### config.mk
export PLATFORM = sky130hd
export DESIGN_NAME = abm_ctrl
export DESIGN_NICKNAME = d
export VERILOG_FILES = /design/src/rtl/abm_ctrl_pkg.sv /design/src/rtl/abm_scan_cells.sv /design/src/rtl/abm_update_reg.sv /design/src/rtl/abm_sw_decode.sv /design/src/rtl/abm_ctrl.sv
export SDC_FILE = /design/constraint.sdc
export NUM_CORES = 1
export LEC_CHECK = 0
export ABC_AREA = 0
export BUFFER_PORTS_ARGS = -buffer_cell sky130_fd_sc_hd__buf_4
export CAP_MARGIN = 20
export CORE_MARGIN = 2
export CORE_UTILIZATION = 25
export CTS_CLUSTER_DIAMETER = 120
export DETAILED_ROUTE_END_ITERATION = 16
export PLACE_DENSITY = 0.55
export SYNTH_ARGS = -nofsm -noshare
export SYNTH_HDL_FRONTEND = slang
export SYNTH_SLANG_ARGS = --single-unit
### constraint.sdc
create_clock -name tck_i -period 3.35 [get_ports tck_i]
set_clock_uncertainty 0.2 [all_clocks]
set_input_delay 0.335 -clock tck_i [delete_from_list [all_inputs] [get_ports tck_i]]
set_output_delay 0.335 -clock tck_i [all_outputs]
set_load 0.005 [all_outputs]
### src/rtl/abm_ctrl_pkg.sv
package abm_ctrl_pkg;

    // number of control cells per analog boundary module
    localparam int unsigned CTRL_BITS = 4;

    typedef struct packed {
        logic sd;    // mission path
        logic sh;    // drive high
        logic sl;    // drive low
        logic sg;    // reference level
        logic bus1;  // analog bus line 1
        logic bus2;  // analog bus line 2
    } abm_sw_t;

    // control words recognised under the test instruction
    localparam logic [CTRL_BITS-1:0] WORD_OPEN     = 4'h0;
    localparam logic [CTRL_BITS-1:0] WORD_BUS_BOTH = 4'h3;
    localparam logic [CTRL_BITS-1:0] WORD_BUS_LOW  = 4'h7;
    localparam logic [CTRL_BITS-1:0] WORD_BUS_REF  = 4'hB;
    localparam logic [CTRL_BITS-1:0] WORD_B1_HIGH  = 4'hD;
    localparam logic [CTRL_BITS-1:0] WORD_B2_HIGH  = 4'hE;

    localparam abm_sw_t SW_MISSION  = '{sd: 1'b1, default: 1'b0};
    localparam abm_sw_t SW_ALL_OPEN = '{default: 1'b0};

endpackage

### src/rtl/abm_scan_cells.sv
module abm_scan_cells #(
    parameter int unsigned N = 4
) (
    input  logic         clk_i,
    input  logic         rst_ni,
    input  logic         capture_i,
    input  logic         shift_i,
    input  logic         scan_in_i,
    input  logic         cmp_i,
    input  logic [N-1:1] held_hi_i,
    output logic [N-1:0] cells_o,
    output logic         scan_out_o
);

    typedef struct packed {
        logic [N-1:0] cells;
    } state_t;

    state_t       st_d, st_q;
    logic [N-1:0] cap_src;

    // cell 0 observes the pin comparator, the rest observe the held word
    for (genvar g = 0; g < N; g++) begin : g_cap
        if (g == 0) begin : g_cmp
            assign cap_src[g] = cmp_i;
        end else begin : g_held
            assign cap_src[g] = held_hi_i[g];
        end
    end

    always_comb begin
        st_d = st_q;
        if (capture_i) begin
            st_d.cells = cap_src;
        end else if (shift_i) begin
            st_d.cells = {scan_in_i, st_q.cells[N-1:1]};
        end
    end

    always_ff @(posedge clk_i or negedge rst_ni) begin
        if (!rst_ni) begin
            st_q <= '0;
        end else begin
            st_q <= st_d;
        end
    end

    assign cells_o    = st_q.cells;
    assign scan_out_o = st_q.cells[0];

endmodule

### src/rtl/abm_update_reg.sv
module abm_update_reg #(
    parameter int unsigned N = 4
) (
    input  logic         clk_i,
    input  logic         rst_ni,
    input  logic         load_i,
    input  logic [N-1:0] din_i,
    output logic [N-1:0] word_o
);

    typedef struct packed {
        logic [N-1:0] word;
    } state_t;

    state_t st_d, st_q;

    always_comb begin
        st_d = st_q;
        if (load_i) begin
            st_d.word = din_i;
        end
    end

    always_ff @(posedge clk_i or negedge rst_ni) begin
        if (!rst_ni) begin
            st_q <= '0;
        end else begin
            st_q <= st_d;
        end
    end

    assign word_o = st_q.word;

endmodule

### src/rtl/abm_sw_decode.sv
module abm_sw_decode
    import abm_ctrl_pkg::*;
(
    input  logic [CTRL_BITS-1:0] word_i,
    input  logic                 test_mode_i,
    output abm_sw_t              sw_o
);

    abm_sw_t test_sw;

    always_comb begin
        test_sw = SW_ALL_OPEN;
        unique case (word_i)
            WORD_BUS_BOTH: begin
                test_sw.bus1 = 1'b1;
                test_sw.bus2 = 1'b1;
            end
            WORD_B1_HIGH: begin
                test_sw.bus1 = 1'b1;
                test_sw.sh   = 1'b1;
            end
            WORD_B2_HIGH: begin
                test_sw.bus2 = 1'b1;
                test_sw.sh   = 1'b1;
            end
            WORD_BUS_LOW: begin
                test_sw.bus1 = 1'b1;
                test_sw.bus2 = 1'b1;
                test_sw.sl   = 1'b1;
            end
            WORD_BUS_REF: begin
                test_sw.bus1 = 1'b1;
                test_sw.bus2 = 1'b1;
                test_sw.sg   = 1'b1;
            end
            default: test_sw = SW_ALL_OPEN;
        endcase
    end

    // outside the test instruction the pin stays on its mission path
    assign sw_o = test_mode_i ? test_sw : SW_MISSION;

endmodule

### src/rtl/abm_ctrl.sv
module abm_ctrl #(
    parameter int unsigned          IR_W        = 4,
    parameter logic [IR_W-1:0]      TEST_OPCODE = '0
) (
    input  logic            tck_i,
    input  logic            trst_ni,
    input  logic [IR_W-1:0] ir_i,
    input  logic            capture_dr_i,
    input  logic            shift_dr_i,
    input  logic            update_dr_i,
    input  logic            scan_in_i,
    input  logic            cmp_i,
    output logic            scan_out_o,
    output logic            sw_sd_o,
    output logic            sw_sh_o,
    output logic            sw_sl_o,
    output logic            sw_sg_o,
    output logic            sw_bus1_o,
    output logic            sw_bus2_o
);
    import abm_ctrl_pkg::*;

    localparam int unsigned N = CTRL_BITS;

    logic [N-1:0] cells_q;
    logic [N-1:0] word_q;
    logic         test_mode;
    abm_sw_t      sw;

    assign test_mode = (ir_i == TEST_OPCODE);

    abm_scan_cells #(.N(N)) u_cells (
        .clk_i      (tck_i),
        .rst_ni     (trst_ni),
        .capture_i  (capture_dr_i),
        .shift_i    (shift_dr_i),
        .scan_in_i  (scan_in_i),
        .cmp_i      (cmp_i),
        .held_hi_i  (word_q[N-1:1]),
        .cells_o    (cells_q),
        .scan_out_o (scan_out_o)
    );

    abm_update_reg #(.N(N)) u_update (
        .clk_i  (tck_i),
        .rst_ni (trst_ni),
        .load_i (update_dr_i),
        .din_i  (cells_q),
        .word_o (word_q)
    );

    abm_sw_decode u_decode (
        .word_i      (word_q),
        .test_mode_i (test_mode),
        .sw_o        (sw)
    );

    assign sw_sd_o   = sw.sd;
    assign sw_sh_o   = sw.sh;
    assign sw_sl_o   = sw.sl;
    assign sw_sg_o   = sw.sg;
    assign sw_bus1_o = sw.bus1;
    assign sw_bus2_o = sw.bus2;

endmodule

After elaboration in Yosys (flattened, before gate mapping)
Cells that the tools add are included.
Widths: inputs -> output; s select.
- register bits: 8
- output and inout port bits: 7
- word-level logic and storage cells: 20
- eq/ne operators: 5
- multiplexer cells: 8
- reductions and logical operators: 5
- operators by type and width (cell ; count):
    $eq 4x4->1 const B ; 3
    $mux 4 ; 2
    $reduce_or 4->1 ; 2
    $mux 6 ; 1
    $mux 1 ; 5
    $eq 4x2->1 const B ; 1
    $eq 4x3->1 const B ; 1
    $logic_not 4->1 ; 1
    $reduce_bool 2->1 ; 1
    $reduce_or 2->1 ; 1

Depth between registers and ports, before layout
- word-level depth: 4
- depth in mapped cells: 3
- depth with buffers taken out: 2

By module
Synthesis repeated with hierarchy kept, for this count alone.
- cells, all modules: 42
- area total of the unflattened synthesis: 462.9 um^2
- modules (own cells, without submodules) (module ; instances ; cells an instance ; area an instance (um^2)):
    abm_scan_cells ; 1 ; 18 ; 193.9
    abm_update_reg ; 1 ; 8 ; 145.1
    abm_sw_decode ; 1 ; 15 ; 111.4
    abm_ctrl ; 1 ; 1 ; 12.5

Worst setup path before layout
No wires, ideal clock.
- path kind: input -> output
- start: in ir_i[3]
- end: out sw_sl_o
- arrival time: 1.202 ns
- path slack: 1.613 ns
- cell stages on the path: 3
- buffers on the path: 1
- cells stage by stage: or4_4 buf_6 nor4_4
- cells in the longest elaborated chain, start to end: 2
- RTL lines (what ; RTL line ; source):
    start, declared ; abm_ctrl.sv:7 ; input logic [IR_W-1:0] ir_i,
    $logic_not 4->1 ; abm_ctrl.sv:30 ; assign test_mode = (ir_i == TEST_OPCODE);
    $mux 6 ; abm_sw_decode.sv:41 ; assign sw_o = test_mode_i ? test_sw : SW_MISSION;
    end, declared ; abm_ctrl.sv:16 ; output logic sw_sl_o,
Every way passes these cells.

Worst setup path after layout
Same ends and word-level chain as after synthesis.

==> impl_metrics.prom <==
# TYPE chip_impl_metric gauge
chip_impl_metric{name="crit_fanout",unit=""} 6
chip_impl_metric{name="worst_skew_pair.late_latency",unit="ps"} 250
chip_impl_metric{name="detailroute.via_count",unit=""} 394
chip_impl_metric{name="area_growth",unit="%"} 35.1
chip_impl_metric{name="grt_start_max_net_pins",unit=""} 10
chip_impl_info{name="leading_cell_types_in_the_layout_fill_and_taps_excluded",value="buf_4, nand2_1, dfrtp_1"} 1
chip_impl_metric{name="leakage",unit="nW"} 0.282
chip_impl_metric{name="drc",unit=""} 0
chip_impl_metric{name="dr_wl_cell",unit="um"} 10.7
chip_impl_metric{name="final_net_count",unit=""} 76
chip_impl_metric{name="vias_in_the_first_global_route",unit=""} 348
chip_impl_info{name="rsz_0062_raised_after_global_routing",value="no"} 1
chip_impl_metric{name="drt_pass1_iterations",unit=""} 4
chip_impl_info{name="crit-reg2reg-capture",value="u_update.word_o[3]"} 1
chip_impl_metric{name="synth-seq-area-share",unit="%"} 41.6
chip_impl_metric{name="final_antenna_net_count",unit=""} 0
chip_impl_metric{name="fill_cells",unit=""} 196
chip_impl_metric{name="timing.final.setup_violations",unit=""} 0
chip_impl_metric{name="placement.setup.worst_slack",unit="ps"} 1410
chip_impl_metric{name="post-route-worst-setup-slack",unit="ps"} 1420
chip_impl_metric{name="number_of_instances_in_the_synthesized_netlist",unit=""} 46
chip_impl_metric{name="antenna_violations_before_repair",unit=""} 0
chip_impl_metric{name="starting_density_of_the_core",unit="%"} 27.3
chip_impl_metric{name="pin_slew_with_the_least_headroom_to_its_limit",unit="ps"} 320
chip_impl_metric{name="timing_max_transition_violations_final",unit=""} 0
chip_impl_metric{name="timing.final.crit_period",unit="ps"} 1930
chip_impl_metric{name="pwr_density_cell",unit="mW/mm2"} 426
chip_impl_metric{name="totalNegativeSetupSlack",unit="ps"} 0
chip_impl_info{name="holdCritPathClass",value="in -> reg"} 1
chip_impl_metric{name="worst-endpoint-required",unit="ps"} 2810
chip_impl_metric{name="cts_max_path_buffers",unit=""} 2
chip_impl_metric{name="hold_viol_final",unit=""} 0
chip_impl_metric{name="average_size_of_a_mapped_cell",unit="um2"} 10.5
chip_impl_metric{name="post_route_cells_drive_above_1_share",unit="%"} 47.6
chip_impl_info{name="clock-root-buffer",value="clkbuf_4"} 1
chip_impl_metric{name="yosys_register_bits",unit=""} 8
chip_impl_metric{name="tritoncts_buffer_count",unit=""} 3
chip_impl_metric{name="maxClockFrequency",unit="MHz"} 518
chip_impl_metric{name="finalWeightedCongestion",unit=""} 0.694
chip_impl_metric{name="placementRows",unit=""} 15
chip_impl_metric{name="insertedDiodeCount",unit=""} 0
chip_impl_metric{name="tritoncts_num_sinks",unit=""} 8
chip_impl_metric{name="portBuffers",unit=""} 17
chip_impl_metric{name="synth_cell_type_count",unit=""} 15
chip_impl_metric{name="worst-r2r-setup-slack",unit="ps"} 2250
chip_impl_metric{name="ff2ff_path_depth",unit=""} 1
chip_impl_metric{name="mapped_nets",unit=""} 57
chip_impl_info{name="cts_tree",value="built"} 1
chip_impl_metric{name="cts-htree-levels",unit=""} 1
chip_impl_metric{name="holdWs",unit="ps"} 109
chip_impl_metric{name="final_cell_count_no_fill",unit=""} 88
chip_impl_metric{name="register_area",unit="um2"} 200
chip_impl_metric{name="vias_per_cell",unit=""} 4.48
chip_impl_metric{name="rel_slew_slack",unit="%"} 78.6
chip_impl_metric{name="final_core_util",unit="%"} 36.9
chip_impl_metric{name="core_area",unit="mm2"} 0.00176
chip_impl_info{name="end_kind",value="output pin"} 1
chip_impl_metric{name="die_x",unit="um"} 47.9
chip_impl_metric{name="cap_violations",unit=""} 0
chip_impl_metric{name="die-height",unit="um"} 47.9
chip_impl_metric{name="multi_input_area",unit="um2"} 251
chip_impl_metric{name="grt_use_total",unit="%"} 9.04
chip_impl_metric{name="detailed_place_hpwl",unit="um"} 752
chip_impl_info{name="critical_path.reg2reg.startpoint",value="u_update.word_o[3]"} 1
chip_impl_metric{name="routed_wl",unit="um"} 938
chip_impl_metric{name="clkSlewWorstSetupHoldPaths",unit="ps"} 50
chip_impl_metric{name="grt_overflow",unit=""} 0
chip_impl_metric{name="vdd.ir_drop.worst",unit="uV"} 269
chip_impl_metric{name="drt_iter0_markers",unit=""} 5
chip_impl_metric{name="numPlacedInstances",unit=""} 84
chip_impl_metric{name="die-area",unit="mm2"} 0.00229
chip_impl_info{name="outcome",value="finished, final reports clean"} 1
chip_impl_metric{name="cp.arrival",unit="ps"} 1400
chip_impl_metric{name="fin_crit_sh",unit="%"} 57.6
chip_impl_info{name="crit_type",value="in -> out"} 1
chip_impl_info{name="crit_path_start_kind",value="input pin"} 1
chip_impl_metric{name="yosys_warnings",unit=""} 0
chip_impl_info{name="mostFrequentLayoutCell",value="buf_4"} 1
chip_impl_metric{name="synth_area",unit="um2"} 482
chip_impl_metric{name="grt_first_pass_wirelength",unit="um"} 1390
chip_impl_info{name="critical_path.endpoint",value="sw_sl_o"} 1
chip_impl_info{name="crit_path_start",value="ir_i[3]"} 1
chip_impl_metric{name="floorplan.io_pins",unit=""} 18
-- power breakdown --
part | switching (mW) | internal [mW] | total [mW]
registers | 0.0262 | 0.115 | 0.142
clock network | 0.0306 | 0.0408 | 0.0714
logic | 0.0281 | 0.0363 | 0.0644
-- Yosys cell counts --
library cell  n  area share (%)
a211oi_2      2             5.2
mux2i_1       4             8.3
nor4_4        1             4.4
buf_6         1             2.3
nand2_1       8             6.2
clkbuf_1      3             2.3
nor3_2        2             4.2
xnor2_1       1             1.8
a21bo_2       2             4.2
o21ai_0       6             6.2
dfrtp_1       8              42
mux2_2        2             4.7
or4_4         1             2.3
inv_1         2             1.6
nand3b_1      3             4.7
-- flip-flops by register name (all words and copies together), names as in the netlist --
| name | cells |
|---|---|
| u_cells.cells_o | 4 |
| u_update.word_o | 4 |
-- layer usage --
| layer | vias to the layer above | GRT usage (%) | wire [um] |
|---|---|---|---|
| met3 | 0 | 5.66 | 66 |
| met1 | 188 | 11.6 | 418 |
| met4 | 0 | 1.62 | 0 |
| met2 | 11 | 13.1 | 453 |
| li1 | 195 | - | - |
| met5 | - | 0 | 0 |
-- cell families (layout without fill, tap and decap cells) --
kind of cell              count (synthesis)  in the layout  synth area share [%]
buffers and inverters                     6             23                  6.23
and+or+nand+nor                          15             15                  21.8
xor gates and xnor gates                  1              1                  1.82
AOI/OAI and AO/OA                        10             10                  15.6
muxes                                     6              6                  13.0
DFF                                       8              8                  41.6
-- critical path, stage by stage --
cell	delay (ps)
buf_4	110
or4_4	590
nor4_4	220
buf_4	140
-- area by class of cell --
class                           count  share of cell area [%]
Tap cell                           25                    4.81
Multi-Input combinational cell     32                    38.7
Inverter                            2                    1.15
Timing Repair Buffer               18                    21.2
Clock buffer                        3                    3.46
Sequential cell                     8                    30.8
-- per-stage QoR --
stage                     cell area, um2  power [mW]
after floorplan                      482       0.184
after global placement               618       0.207
after detailed placement             618       0.208
after CTS                            651       0.283
after global routing                 651       0.299
final                                651       0.277
-- how the worst min path moves through the flow --
stage	end	start	cells past startpoint
3_3_place_gp	u_cells.cells_o[3]	trst_ni	1
5_1_grt	u_cells.cells_o[0]	cmp_i	3
4_1_cts	u_cells.cells_o[0]	cmp_i	3
2_1_floorplan	u_cells.cells_o[0]	trst_ni	0
6_report	u_cells.cells_o[0]	cmp_i	3
3_5_place_dp	u_cells.cells_o[3]	trst_ni	1
-- timing repair --
item	4_1_cts	5_1_grt
gates resized for setup	0	0
hold buffers	1	0
endpoints found under the hold margin	8	0
setup buffers	0	0
No activity file was read; power rests on OpenSTA's default activity.
